$ cat src/rtl/clk_mgr_pkg.sv
package clk_mgr_pkg;

    localparam int DIV_W = 3;

    typedef enum logic {
        SRC_XTAL = 1'b0,
        SRC_RC   = 1'b1
    } clk_src_e;

    typedef enum logic [1:0] {
        CAUSE_POWERON = 2'b00,
        CAUSE_PIN     = 2'b01,
        CAUSE_WDOG    = 2'b10,
        CAUSE_LOSS_SW = 2'b11
    } rst_cause_e;

    // Requested setting as written by software.
    typedef struct packed {
        clk_src_e           src;
        logic [DIV_W-1:0]   sys_div;
        logic [DIV_W-1:0]   io_div;
        logic               pd;
        logic               amp_det;
    } clk_req_t;

    // Setting actually in force.
    typedef struct packed {
        clk_src_e           src;
        logic [DIV_W-1:0]   sys_div;
        logic [DIV_W-1:0]   io_div;
    } clk_act_t;

    // Smallest code the 16 MHz RC source can honour.
    localparam logic [DIV_W-1:0] RC_MIN_DIV = DIV_W'(1);

    localparam clk_req_t REQ_DEFAULT = '{src: SRC_RC, sys_div: RC_MIN_DIV,
                                         io_div: RC_MIN_DIV, pd: 1'b1, amp_det: 1'b0};
    localparam clk_act_t ACT_DEFAULT = '{src: SRC_RC, sys_div: RC_MIN_DIV,
                                         io_div: RC_MIN_DIV};

    function automatic logic [DIV_W-1:0] clamp_div(input logic [DIV_W-1:0] code,
                                                   input clk_src_e src);
        if (src == SRC_RC && code < RC_MIN_DIV)
            return RC_MIN_DIV;
        return code;
    endfunction

endpackage

$ cat src/rtl/clk_osc_qual.sv
module clk_osc_qual
    import clk_mgr_pkg::*;
(
    input  clk_src_e req_src,
    input  clk_src_e act_src,
    input  logic     pd,
    input  logic     amp_det,
    input  logic     xosc_ready,
    input  logic     amp_ok,
    input  logic     rc_ready,
    output logic     xosc_pwr,
    output logic     rc_pwr,
    output logic     xosc_stb,
    output logic     rc_stb,
    output logic     pd_sta
);
    // An oscillator in use (requested or active) is never turned off.
    always_comb begin
        xosc_pwr = !pd || req_src == SRC_XTAL || act_src == SRC_XTAL;
        rc_pwr   = !pd || req_src == SRC_RC   || act_src == SRC_RC;
        xosc_stb = xosc_ready && xosc_pwr && (!amp_det || amp_ok);
        rc_stb   = rc_ready && rc_pwr;
        pd_sta   = !(xosc_pwr && rc_pwr);
    end
endmodule

$ cat src/rtl/clk_switch_core.sv
module clk_switch_core
    import clk_mgr_pkg::*;
(
    input  logic     clk,
    input  logic     rst,
    input  logic     warm_evt,
    input  logic     cfg_wr,
    input  clk_req_t cfg_in,
    input  logic     xosc_stb,
    input  logic     rc_stb,
    output clk_req_t req,
    output clk_act_t act,
    output logic     pend
);
    logic     tgt_stb;
    clk_src_e nxt_src;

    always_comb begin
        pend    = (req.src != act.src);
        tgt_stb = (req.src == SRC_RC) ? rc_stb : xosc_stb;
        nxt_src = (pend && tgt_stb) ? req.src : act.src;
    end

    always_ff @(posedge clk) begin
        if (rst || warm_evt) begin
            req <= REQ_DEFAULT;
            act <= ACT_DEFAULT;
        end else begin
            if (cfg_wr)
                req <= cfg_in;
            act.src     <= nxt_src;
            act.sys_div <= clamp_div(req.sys_div, nxt_src);
            act.io_div  <= clamp_div(req.io_div, nxt_src);
        end
    end

    // without a stable target the active source does not move
    assert_hold_unstable_R5: assert property (@(posedge clk) disable iff (rst)
        (pend && !tgt_stb && !warm_evt) |=> $stable(act.src));

    // the RC source never carries a code below its minimum
    assert_rc_floor_R3: assert property (@(posedge clk) disable iff (rst)
        (act.src == SRC_RC) |-> (act.sys_div >= RC_MIN_DIV && act.io_div >= RC_MIN_DIV));

    // warm event restores defaults on the next state
    assert_warm_default_R10: assert property (@(posedge clk) disable iff (rst)
        warm_evt |=> (act == ACT_DEFAULT && req == REQ_DEFAULT));
endmodule

$ cat src/rtl/rst_cause_rec.sv
module rst_cause_rec
    import clk_mgr_pkg::*;
(
    input  logic       clk,
    input  logic       rst,
    input  logic       ext_evt,
    input  logic       wdog_evt,
    input  logic       loss_evt,
    input  logic       force_warm,
    output rst_cause_e cause,
    output logic       warm_evt,
    output logic       warm_pulse
);
    always_comb warm_evt = ext_evt || wdog_evt || loss_evt || force_warm;

    always_ff @(posedge clk) begin
        if (rst) begin
            cause      <= CAUSE_POWERON;
            warm_pulse <= 1'b0;
        end else begin
            warm_pulse <= force_warm;
            if (loss_evt || force_warm)
                cause <= CAUSE_LOSS_SW;
            else if (wdog_evt)
                cause <= CAUSE_WDOG;
            else if (ext_evt)
                cause <= CAUSE_PIN;
        end
    end

    assert_force_cause_R11: assert property (@(posedge clk) disable iff (rst)
        force_warm |=> (warm_pulse && cause == CAUSE_LOSS_SW));

    assert_wdog_prio_R9: assert property (@(posedge clk) disable iff (rst)
        (wdog_evt && !loss_evt && !force_warm) |=> cause == CAUSE_WDOG);
endmodule

$ cat src/rtl/cld_ctrl.sv
module cld_ctrl #(
    parameter int AON_LAT = 4
) (
    input  logic clk,
    input  logic rst,
    input  logic wr,
    input  logic wdata,
    output logic en,
    output logic valid
);
    localparam int CNT_W = $clog2(AON_LAT + 1);

    logic             aon_copy;
    logic [CNT_W-1:0] cnt;

    always_comb valid = (aon_copy == en);

    always_ff @(posedge clk) begin
        if (rst) begin
            en       <= 1'b0;
            aon_copy <= 1'b0;
            cnt      <= '0;
        end else begin
            if (wr && valid && wdata != en) begin
                en  <= wdata;
                cnt <= CNT_W'(AON_LAT);
            end else if (cnt != '0) begin
                cnt <= cnt - 1'b1;
                if (cnt == CNT_W'(1))
                    aon_copy <= en;
            end
        end
    end

    // writes while the copy is out of date leave the enable unchanged
    assert_ignore_invalid_R12: assert property (@(posedge clk) disable iff (rst)
        (wr && !valid) |=> $stable(en));
endmodule

$ cat src/rtl/clk_src_mgr.sv
module clk_src_mgr
    import clk_mgr_pkg::*;
#(
    parameter int AON_LAT = 4
) (
    input  logic             clk,
    input  logic             rst,
    input  logic             cfg_wr,
    input  logic             cfg_src,
    input  logic [DIV_W-1:0] cfg_sys_div,
    input  logic [DIV_W-1:0] cfg_io_div,
    input  logic             cfg_pd,
    input  logic             cfg_amp_det,
    input  logic             force_warm,
    input  logic             ext_rst_evt,
    input  logic             wdog_rst_evt,
    input  logic             loss_rst_evt,
    input  logic             cld_wr,
    input  logic             cld_wdata,
    input  logic             xosc_ready,
    input  logic             xosc_amp_ok,
    input  logic             rc_ready,
    output logic             xosc_pwr_en,
    output logic             rc_pwr_en,
    output logic             xosc_stable,
    output logic             rc_stable,
    output logic             osc_pd_sta,
    output logic             act_src,
    output logic [DIV_W-1:0] act_sys_div,
    output logic [DIV_W-1:0] act_io_div,
    output logic             change_pending,
    output logic [1:0]       reset_cause,
    output logic             warm_rst_pulse,
    output logic             cld_en,
    output logic             cld_valid
);
    clk_req_t   cfg_in, req;
    clk_act_t   act;
    rst_cause_e cause;
    logic       warm_evt;

    always_comb begin
        cfg_in = '{src: clk_src_e'(cfg_src), sys_div: cfg_sys_div,
                   io_div: cfg_io_div, pd: cfg_pd, amp_det: cfg_amp_det};
    end

    rst_cause_rec u_cause (
        .clk       (clk),
        .rst       (rst),
        .ext_evt   (ext_rst_evt),
        .wdog_evt  (wdog_rst_evt),
        .loss_evt  (loss_rst_evt),
        .force_warm(force_warm),
        .cause     (cause),
        .warm_evt  (warm_evt),
        .warm_pulse(warm_rst_pulse)
    );

    clk_osc_qual u_qual (
        .req_src   (req.src),
        .act_src   (act.src),
        .pd        (req.pd),
        .amp_det   (req.amp_det),
        .xosc_ready(xosc_ready),
        .amp_ok    (xosc_amp_ok),
        .rc_ready  (rc_ready),
        .xosc_pwr  (xosc_pwr_en),
        .rc_pwr    (rc_pwr_en),
        .xosc_stb  (xosc_stable),
        .rc_stb    (rc_stable),
        .pd_sta    (osc_pd_sta)
    );

    clk_switch_core u_core (
        .clk     (clk),
        .rst     (rst),
        .warm_evt(warm_evt),
        .cfg_wr  (cfg_wr),
        .cfg_in  (cfg_in),
        .xosc_stb(xosc_stable),
        .rc_stb  (rc_stable),
        .req     (req),
        .act     (act),
        .pend    (change_pending)
    );

    cld_ctrl #(.AON_LAT(AON_LAT)) u_cld (
        .clk  (clk),
        .rst  (rst),
        .wr   (cld_wr),
        .wdata(cld_wdata),
        .en   (cld_en),
        .valid(cld_valid)
    );

    always_comb begin
        act_src     = act.src;
        act_sys_div = act.sys_div;
        act_io_div  = act.io_div;
        reset_cause = cause;
    end

    // settled with power-down on, exactly one oscillator runs
    assert_one_osc_R7: assert property (@(posedge clk) disable iff (rst)
        (req.pd && !change_pending) |-> $countones({xosc_pwr_en, rc_pwr_en}) == 1);

    // the active source's oscillator is always powered
    assert_active_powered_R6: assert property (@(posedge clk) disable iff (rst)
        (act_src == SRC_XTAL) |-> xosc_pwr_en);

    // a completed switch clears the pending flag
    assert_switch_done_R5: assert property (@(posedge clk) disable iff (rst)
        (change_pending && !warm_evt && !cfg_wr && $changed(act_src)) |-> !change_pending);
endmodule

$ cat config.mk
export PLATFORM = sky130hd
export DESIGN_NAME = clk_src_mgr
export DESIGN_NICKNAME = d
export VERILOG_FILES = /design/src/rtl/clk_mgr_pkg.sv /design/src/rtl/clk_osc_qual.sv /design/src/rtl/clk_switch_core.sv /design/src/rtl/rst_cause_rec.sv /design/src/rtl/cld_ctrl.sv /design/src/rtl/clk_src_mgr.sv
export SDC_FILE = /design/constraint.sdc
export NUM_CORES = 1
export LEC_CHECK = 0
export ABC_AREA = 1
export BUFFER_PORTS_ARGS = -buffer_cell sky130_fd_sc_hd__buf_4
export CAP_MARGIN = 10
export CORE_MARGIN = 5
export CORE_UTILIZATION = 40
export DETAILED_ROUTE_END_ITERATION = 12
export GPL_TIMING_DRIVEN = 0
export PLACE_DENSITY = 0.76
export SLEW_MARGIN = 5
export SYNTH_ARGS = -nofsm -noshare
export SYNTH_HDL_FRONTEND = slang
export SYNTH_SLANG_ARGS = --single-unit
$ cat constraint.sdc
create_clock -name clk -period 2.6 [get_ports clk]
set_clock_uncertainty 0.05 [all_clocks]
set_input_delay 0.26 -clock clk [delete_from_list [all_inputs] [get_ports clk]]
set_output_delay 0.26 -clock clk [all_outputs]
set_load 0.1 [all_outputs]
==> key figures, run 1 <==
Die
  • Die W: 61.2 µm
  • Die area: 3740 µm²
  • # rows: 18
  • Die Y-Extent: 61.2 µm
  • Initial Util: a little over two fifths
  • I/O Pins: 39
  • CORE AREA: between 2000 and 2500 µm²

Clock tree
  • Clk_lat worst skew: 0.30 ns
  • CTS tree: done
  • Total clock sinks: 24
  • Num CTS Buffers: 3
  • Register clock-pin slew on the reported worst setup and hold paths: 0.11 ns
  • Clk root buf: clkbuf_4
  • Post-CTS resize count: 0
  • Postcts setup bufs: 0
  • CTS max path bufs: 2
  • H-tree depth: 1
  • Hold Buf Count CTS: 0

Routing
  • # DRC: 0
  • Metal2 WL: 1.09 mm
  • Via count: between 900 and 1000
  • WL met3: 163 µm
  • Drt first pass iters: 4
  • Vias/cell: 4.65
  • Top layer reached by signal wires: met4
  • Metal-1 WL: 814 µm
  • Antenna viol nets, final: 0
  • Final wirelength: ~2.1 mm
  • Initial drt markers: 9
  • DR WL/cell: roughly 10 µm

Final layout
  • Post-route cell area: about 1400 µm²
  • Syn-to-layout area delta: 33.7%
  • Share of cells above drive strength 1: between 30% and 40%
  • # diodes: 0
  • Number of fill cells in the layout: 233
  • Layout net count: about 200

Worst setup path
  • Kind of critical path: reg2out
  • Worst Path Arrival: 1.33 ns
  • Cell family with most CP delay: flip-flops
  • Slowest-stage cell, CP: dfxtp_1
  • CP Buf/Inv Count: 2
  • Critical Path RT: between 2 and 2.5 ns
  • Worst Path Max Fanout: 2
  • CP peak stage delay: 0.37 ns
  • Startpoint types: flop
  • CP Cell Sequence: inv_1 > nor2_1 > nand2_1 > nand2_2 > buf_4
  • Crit path capture type: output port

STA
  • Final setup viols: 0
  • Setup_tns: 0 ns
  • Fmax: 609 MHz
  • Hold_ws: 0.0993 ns
  • Rel. slew slack: between 80% and 90%
  • Worst-margin pin slew: 0.274 ns
  • Setup repair after global routing missed its margin: no
  • Max-slew violations: 0
  • Hold Fails Final Rpt: 0
  • Fin crit period: 1.64 ns
  • Period utilization: 63.2%

Power and ir drop
  • Maximum vdd drop: 427 µV
  • Pleak: just under 0.7 nW
  • Power density over the cells: 618 nW/µm²
  • Tot Pwr: 0.000865 W

Synthesis
  • Post-Syn Instances: approximately 130
  • Post-synthesis async set-or-reset flop share: 0%
  • Synth area leader: dfxtp_1
  • EDFF count, synth: 0
  • Net Count, Synth: 159
  • Yosys warnings: 0
  • Synth unique cells: 22
  • Mapped Area: 1050 µm²
  • Yosys reg bits: 24
  • Avg Cell Area, Syn: 7.82 µm²
  • Top FF cell, synth: dfxtp_1
  • Part of the Yosys area used for sequential elements: 45.9%
  • Area contributors post-synth: dfxtp_1, nand2_1, nor2_1
  • Area share of the largest cell type after synthesis: 45.9%

Hold path
  • Tightest Hold Check Type: in2reg

Global routing
  • First-pass GRT wire length: around 3.6 mm
  • GRT Resource Usage Total: 13.1%
  • Vias in the first global route: 916
  • Pin count of the biggest net entering global routing: 13
  • Initial antenna violation count: 0
  • GRT overflow: 0

Place
  • DP Area: 1380 µm²
  • DP Wirelength: 1.77 mm
  • PortBufs: 37
  • Placer Congestion: 0.785

Status
  • Status: complete, no violations

Flow run
  • Total of max-cap violations: 0
-- registers in the layout (all words and copies together) (netlist names) --
signal              count
u_cause.warm_pulse      1
u_core.act              7
u_core.req              9
u_cld.cnt               3
u_cld.aon_copy          1
u_cld.en                1
u_cause.cause           2
-- per-stage QoR --
stage	setup WS (ns)	instances	utilization, %
2_1_floorplan	0.115	134	-
3_3_place_gp	1.07	201	55.1
3_5_place_dp	1.01	201	55.1
4_1_cts	0.934	204	56.0
5_1_grt	0.804	204	56.0
6_report	0.957	204	56.0
-- final timing paths --
| kind | from | to | slack [ns] | cells after the start |
|---|---|---|---|---|
| setup / recovery | u_core.req[1] | osc_pd_sta | 0.96 | 5 |
| hold / removal | rst | u_cld.cnt[2] | 0.1 | 2 |
| setup reg to reg | u_cld.cnt[0] | u_cld.aon_copy | 1.02 | 7 |
| hold reg to reg | u_core.req[6] | u_core.act[4] | 0.42 | 2 |
-- layer usage --
metal | track usage [%] | vias up
met2 | 22.2 | 23
met5 | 0 | -
li1 | - | 496
met4 | 6.50 | 0
met3 | 5.24 | 6
met1 | 14.2 | 423
-- where the power goes --
part	internal (W)	switching (W)
Sequential	0.000397	0.0000235
Combinational	0.000106	0.000187
Clock	0.0000541	0.0000968
Total	0.000557	0.000308
-- kinds of logic after synthesis --
family,after synthesis,share of synthesized area (%)
buffers and inverters,24,8.84
XOR/XNOR,3,2.51
AND/OR/NAND/NOR,59,25.9
flip-flops,24,45.9
AO/OA/AOI/OAI,20,12.1
adder cells (fa/ha/maj),4,4.78
-- layout by cell type, fill, tap and decap left out, types with 3 or more instances in the layout --
| cell | n |
|---|---|
| a21oi_1 | 10 |
| buf_4 | 37 |
| clkbuf_4 | 3 |
| dfxtp_1 | 23 |
| ha_1 | 4 |
| inv_1 | 20 |
| nand2_1 | 24 |
| nand3_1 | 4 |
| nor2_1 | 22 |
| o211ai_1 | 4 |
-- worst reg2reg max path, delay by kind of cell, from the launching register on --
kind / cells / cell delay (ns)
adder cells (fa/ha/maj): 2 / 0.49
buffers and inverters: 1 / 0.06
flip-flops: 1 / 0.39
AND/OR/NAND/NOR: 4 / 0.49
-- Yosys cell counts (2+ instances only) --
cell	number
a21oi_1	10
a21oi_2	2
buf_2	2
dfxtp_1	24
ha_1	4
inv_1	20
inv_2	2
nand2_1	25
nand3_1	4
nand3_2	2
nor2_1	22
nor2_2	2
o211ai_1	4
o21ai_0	2
xor2_1	2
-- layout make-up --
class	count	area, µm²	share of cell area, %
repair buffers	37	278	19.8
multi-input cells	86	488	34.9
flip-flops and latches	24	482	34.4
inverters	22	82.6	5.90
plain buffers	2	10.0	0.715
well taps	30	37.5	2.68
clock buffers	3	22.5	1.61
No activity file was read; power rests on OpenSTA's default activity.
==> run 2, diff against run 1 <==
Settings changed: PLACE_DENSITY 0.76 to 0.79.
Clock period 2.6 ns to 1.4 ns, I/O delays scaled along.
==> run 2 against run 1 <==
Net effect: the run now ends with hold timing, setup timing left; power rose by 110%; critical path depth did not move; via count is 4.2% higher; register-to-register slack worse by 0.99 ns; global-route usage rose by 0.66 points; largest cell class unchanged; largest power group unchanged.
==> key figures, run 2 (synthesis gave the netlist of run 1 again) <==
Place
  • DP Area: 1440 µm² (+4.2%)
  • PortBufs: 37 (unchanged)
  • DP Wirelength: 1.76 mm (-0.58%)
  • Placer Congestion: 0.712 (-9.2%)

Final layout
  • Largest registers: u_core.req x9, u_core.act x7, u_cld.cnt x3
  • Final core utilization: 65.3% (+9.3 points)
  • Area of the multi-input gates: 568 µm² (+16%)
  • Top reg by flops: u_core.req
  • Share of cells above drive strength 1: 41.5% (+8.2 points)
  • # diodes: 0 (unchanged)
  • FF/Latch Area: 497 µm² (+3.1%)
  • Number of fill cells in the layout: 200 (-14%)
  • Layout net count: 209 (+4.0%)
  • Syn-to-layout area delta: 55.9%
  • Post-route cell area: 1630 µm² (+17%)
  • Most common cell after layout, fill and taps aside: buf_4
  • Largest register FFs: 9 (unchanged)
  • Commonest cells after routing, fill and taps aside: buf_4, nand2_1, nor2_1

Worst setup path
  • Worst Path Max Fanout: 2 (unchanged)
  • Worst r2r path cells: 7 (unchanged)
  • CP Buf/Inv Count: 2 (unchanged)
  • Most used cell, CP: nand2_4
  • Worst Path Arrival: 1.22 ns (-0.11 ns)
  • Reg2reg end: u_cld.aon_copy
  • Crit path capture type: output port
  • FF-to-FF Start: u_cld.cnt[1]
  • Critical Path RT: 1.21 ns (-1.08 ns)
  • Cell family with most CP delay: flip-flops
  • Kind of critical path: reg2out
  • Slowest-stage cell, CP: dfxtp_2
  • CP Cell Sequence: inv_2 > nor2_4 > nand2_4 > nand2_4 > buf_12
  • CP peak stage delay: 0.38 ns (about the same)
  • R2R Setup Slk: 0.03 ns (-0.99 ns)
  • Startpoint types: flop

Die
  • I/O Pins: 39 (unchanged)
  • CORE AREA: 2500 µm² (unchanged)
  • Die W: 61.2 µm (unchanged)
  • # rows: 18 (unchanged)
  • Initial Util: 41.9% (unchanged)
  • Die Y-Extent: 61.2 µm (unchanged)
  • Die area: 3740 µm² (unchanged)

Routing
  • Metal-1 WL: 1.03 mm (+27%)
  • WL met3: 140 µm (-14%)
  • DR WL/cell: 11.2 µm (+6.6%)
  • Top layer reached by signal wires: met4
  • Initial drt markers: 22 (+13)
  • Drt first pass iters: 4 (unchanged)
  • Antenna viol nets, final: 0 (unchanged)
  • Vias/cell: 4.64 (-0.18%)
  • Metal2 WL: 1.15 mm (+5.1%)
  • Final wirelength: 2.38 mm (+11%)
  • # DRC: 0 (unchanged)
  • Via count: 988 (+4.2%)

Clock tree
  • Clk_lat worst skew: 0.31 ns (about the same)
  • CTS tree: done
  • CTS max path bufs: 2 (unchanged)
  • Num CTS Buffers: 3 (unchanged)
  • Total clock sinks: 24 (unchanged)
  • Clk root buf: clkbuf_4
  • H-tree depth: 1 (unchanged)
  • Register clock-pin slew on the reported worst setup and hold paths: 0.13 ns (+0.02 ns)

Power and ir drop
  • Comb power frac: 37.4% (+3.5 points)
  • Clock Power Share: 19.7% (+2.3 points)
  • Maximum vdd drop: 678 µV (+59%)
  • Int Pwr: 0.00119 W (+110%)
  • Psw: 0.000663 W (+120%)
  • Tot Pwr: 0.00186 W (+110%)
  • Sequential Power Share: 42.9% (-5.7 points)
  • Pleak: 0.783 nW (+13%)
  • Power density over the cells: 1140 nW/µm² (+84%)
  • Sw frac: 35.7% (+0.14 points)

Hold path
  • Hold path cells: 3 (+1)
  • Beginning of the worst hold path: cfg_sys_div[0]
  • Worst hold endpoint: u_core.req[5]
  • Tightest Hold Check Type: in2reg

Global routing
  • Vias in the first global route: 966 (+5.5%)
  • Pin count of the biggest net entering global routing: 14 (+1)
  • First-pass GRT wire length: 3.80 mm (+5.2%)
  • GRT Resource Usage Total: 13.8% (+0.66 points)
  • Initial antenna violation count: 0 (unchanged)
  • GRT overflow: 0 (unchanged)

Status
  • Status: finished, violations left
  • Failing checks: hold timing, setup timing

STA
  • Fin crit period: 1.41 ns
  • Final setup viols: 1 (+1)
  • Max-slew violations: 0 (unchanged)
  • Rel. slew slack: 81.4% (-0.27 points)
  • Setup_tns: -0.0127 ns (-0.0127 ns)
  • Hold Fails Final Rpt: 2 (+2)
  • Worst-margin pin slew: 0.281 ns (+0.00700 ns)
  • Fmax: 708 MHz
  • Hold_ws: -0.00247 ns (-0.102 ns)
  • Setup ws final: -0.0127 ns (-0.969 ns)
  • Period utilization: 101%
  • Setup repair after global routing missed its margin: yes

Flow run
  • Total of max-cap violations: 0 (unchanged)
-- run 2: layout make-up --
class	instances	share of cell area (%)
Tap cell	30	2.30
Multi-Input combinational cell	86	34.8
Sequential cell	24	30.4
Clock buffer	4	2.22
Buffer	2	0.613
Inverter	22	5.06
Timing Repair Buffer	45	24.6
-- run 2: timing repair --
item                                   4_1_cts  5_1_grt
setup endpoints to repair                    6        7
hold buffers                                 3        3
resized for setup                           17       10
endpoints found under the hold margin        5        3
pin swaps                                    0        2
buffers inserted                             1        1
-- run 2: power groups by stage --
| stage | logic, W | clock network (W) | registers [W] |
|---|---|---|---|
| global route | 0.000764 | 0.000399 | 0.000807 |
| CTS | 0.000618 | 0.000367 | 0.000793 |
| detailed placement | 0.000566 | 0 | 0.000804 |
| floorplan | 0.000378 | 0 | 0.000854 |
| global placement | 0.000541 | 0 | 0.000799 |
| finish | 0.000694 | 0.000365 | 0.000797 |
-- run 2: how the worst max path moves through the flow --
stage / from / end / slack [ns] / cells after the start
3_5_place_dp: u_cld.cnt[0] / u_cld.aon_copy / -0.06 / 7
3_3_place_gp: u_cld.cnt[0] / u_cld.aon_copy / -0.02 / 7
2_1_floorplan: u_core.act[6] / xosc_stable / -0.30 / 3
5_1_grt: u_core.req[1] / osc_pd_sta / -0.06 / 5
6_report: u_core.req[1] / osc_pd_sta / -0.01 / 5
4_1_cts: u_core.req[1] / osc_pd_sta / -0.02 / 5
-- run 2: metrics by stage --
stage	instances	worst slack [ns]
after floorplan	134	-0.305
after global placement	201	-0.0226
after detailed placement	201	-0.0570
after CTS	209	-0.0230
after global routing	213	-0.0623
final	213	-0.0127
-- run 2: worst min-delay path: cells and delay by family --
| kind | cells | cell delay (ns) |
|---|---|---|
| compound gates | 1 | 0.07 |
| buf+inv | 1 | 0.08 |
| simple gates | 1 | 0.04 |
-- run 2: metal layers --
layer	global-route usage, %	up-vias
li1	-	511
met4	8.36	0
met1	15.2	445
met3	3.14	4
met5	0	-
met2	23.9	28
==> run 3, diff against run 2 <==
Settings changed: CORE_MARGIN 5 to default, SKIP_CTS_REPAIR_TIMING from default to 1.
==> run 3 against run 2 <==
Net effect: the flow finishes with violations (setup timing); setup slack worse by 0.014 ns; first-iteration DRC count fell by 64%; global-route usage increased by 2.3 points; combinational power down 3%; critical endpoint unchanged; power shrank 2.2%; maximum frequency down 0.99%; wire length shrank 6.2%; highest routed layer unchanged; final cell count down 1.9%; utilization fell by 0.92 points; sequential cell count unchanged; via count is 1.3% lower.
==> key figures, run 3 (synthesis gave the netlist of run 1 again) <==
Worst setup path
  • Worst r2r path cells: 7 (unchanged)
  • FF-to-FF Start: u_cld.cnt[0]
  • Crit path capture type: output port
  • R2R Setup Slk: 0.08 ns (+0.05 ns)
  • Startpoint types: flop
  • CP startpoint: u_core.req[1]
  • Worst Path Max Fanout: 2 (unchanged)
  • Critical Path RT: 1.21 ns (about the same)
  • Kind of critical path: reg2out
  • Worst Path Arrival: 1.24 ns (+0.02 ns)
  • Reg2reg end: u_cld.aon_copy
  • CP endpoint: osc_pd_sta

Routing
  • Antenna viol nets, final: 0 (unchanged)
  • Drt first pass iters: 5 (+1)
  • Initial drt markers: 8 (-64%)
  • # DRC: 0 (unchanged)
  • Final wirelength: 2.23 mm (-6.2%)
  • Vias/cell: 4.67 (+0.57%)
  • DR WL/cell: 10.7 µm (-4.4%)
  • Via count: 975 (-1.3%)

Final layout
  • Commonest cells after routing, fill and taps aside: buf_4, nand2_1, nor2_1
  • Number of fill cells in the layout: 200 (unchanged)
  • Largest registers: u_core.req x9, u_core.act x7, u_cld.cnt x3
  • Area of the multi-input gates: 568 µm² (unchanged)
  • # diodes: 0 (unchanged)
  • FF/Latch Area: 497 µm² (unchanged)
  • Most common cell after layout, fill and taps aside: buf_4
  • Fin cells: 209 (-1.9%)
  • Share of cells above drive strength 1: 40.8% (-0.75 points)
  • Top reg by flops: u_core.req
  • Syn-to-layout area delta: 52.3%
  • Layout net count: 205 (-1.9%)
  • Final core utilization: 64.4% (-0.92 points)
  • Largest register FFs: 9 (unchanged)

STA
  • Rel. slew slack: 81.3% (-0.10 points)
  • Final setup viols: 2 (+1)
  • Fin crit period: 1.43 ns (+0.0141 ns)
  • Hold_ws: 0.00934 ns (+0.0118 ns)
  • Setup ws final: -0.0268 ns (-0.0141 ns)
  • Max-slew violations: 0 (unchanged)
  • Worst-margin pin slew: 0.283 ns (+0.00155 ns)
  • Setup repair after global routing missed its margin: yes
  • Hold Fails Final Rpt: 0 (-2)
  • Fmax: 701 MHz (-0.99%)
  • Period utilization: 102% (+1.0 points)
  • Setup_tns: -0.0304 ns (-0.0177 ns)

Place
  • DP Wirelength: 1.71 mm (-2.9%)
  • PortBufs: 37 (unchanged)
  • Placer Congestion: 0.730 (+2.5%)
  • Dpl cells: 201 (unchanged)
  • Pre-CTS setup slack: -0.101 ns (-0.0440 ns)

Clock tree
  • Clk root buf: clkbuf_4
  • H-tree depth: 1 (unchanged)
  • CTS tree: done
  • Total clock sinks: 24 (unchanged)
  • CTS max path bufs: 2 (unchanged)
  • Num CTS Buffers: 3 (unchanged)
  • Clk_lat worst skew: 0.30 ns (about the same)
  • Register clock-pin slew on the reported worst setup and hold paths: 0.12 ns (about the same)

Power and ir drop
  • Comb power frac: 37.2% (-0.2 points)
  • Psw: 0.000637 W (-3.9%)
  • Int Pwr: 0.00118 W (-1.2%)
  • Clock Power Share: 19.3% (-0.4 points)
  • Maximum vdd drop: 877 µV (+29%)
  • Power density over the cells: 1140 nW/µm² (+0.13%)
  • Sequential Power Share: 43.6% (+0.7 points)
  • Pleak: 0.770 nW (-1.7%)
  • Sw frac: 35.1% (-0.63 points)

Die
  • Die W: 53.2 µm (-13%)
  • Die Y-Extent: 53.2 µm (-13%)
  • CORE AREA: 2480 µm² (-0.90%)
  • Die area: 2830 µm² (-24%)
  • # rows: 18 (unchanged)
  • I/O Pins: 39 (unchanged)
  • Initial Util: 42.3% (+0.38 points)

Global routing
  • GRT Resource Usage Total: 16.1% (+2.3 points)
  • Vias in the first global route: 832 (-14%)
  • First-pass GRT wire length: 3.30 mm (-13%)
  • GRT overflow: 0 (unchanged)
  • Initial antenna violation count: 0 (unchanged)
  • Pin count of the biggest net entering global routing: 14 (unchanged)

Hold path
  • Beginning of the worst hold path: cfg_sys_div[1]
  • Tightest Hold Check Type: in2reg

Flow run
  • Total of max-cap violations: 0 (unchanged)

Status
  • Status: finished, violations left
  • Failing checks: setup timing
==> run 3: layer usage <==
layer	wire length (µm)	GRT usage [%]
met4	14	2.63
met5	0	0
met2	1200	28.9
met1	907	18.1
met3	101	6.03
==> run 3: worst min-delay path by stage <==
stage	end	depth (start not counted)
floorplan	u_cld.en	1
global placement	u_cld.en	2
detailed placement	u_cld.en	2
CTS	u_cld.en	2
global route	u_core.req[3]	3
finish	u_core.req[6]	3
==> run 3: power by group through the flow <==
| stage | clock, W | sequential (W) | combinational [W] |
|---|---|---|---|
| final | 0.000350 | 0.000791 | 0.000675 |
| after global routing | 0.000388 | 0.000797 | 0.000744 |
| after CTS | 0.000357 | 0.000787 | 0.000570 |
| after detailed placement | 0 | 0.000802 | 0.000569 |
| after global placement | 0 | 0.000799 | 0.000541 |
| after floorplan | 0 | 0.000854 | 0.000378 |
==> run 3: critical path, stage by stage, from the launching register on <==
cell and delay [ns]:
dfxtp_2 0.37, inv_1 0.08, nor2_4 0.15, nand2_4 0.08
nand2_4 0.07, buf_12 0.17
==> run 3: cell type report <==
cell class / count / area share [%]
clock buffer: 4 / 2.27
buffer: 2 / 0.627
sequential: 24 / 31.1
tap: 30 / 2.35
multi-input combinational: 86 / 35.6
inverter: 22 / 5.18
timing repair buffer: 41 / 22.8
==> run 3: stage by stage <==
stage / power, W / instance area [µm²]
CTS: 0.00171 / 1470
global route: 0.00193 / 1600
detailed placement: 0.00137 / 1440
floorplan: 0.00123 / 1120
finish: 0.00182 / 1600
global placement: 0.00134 / 1440
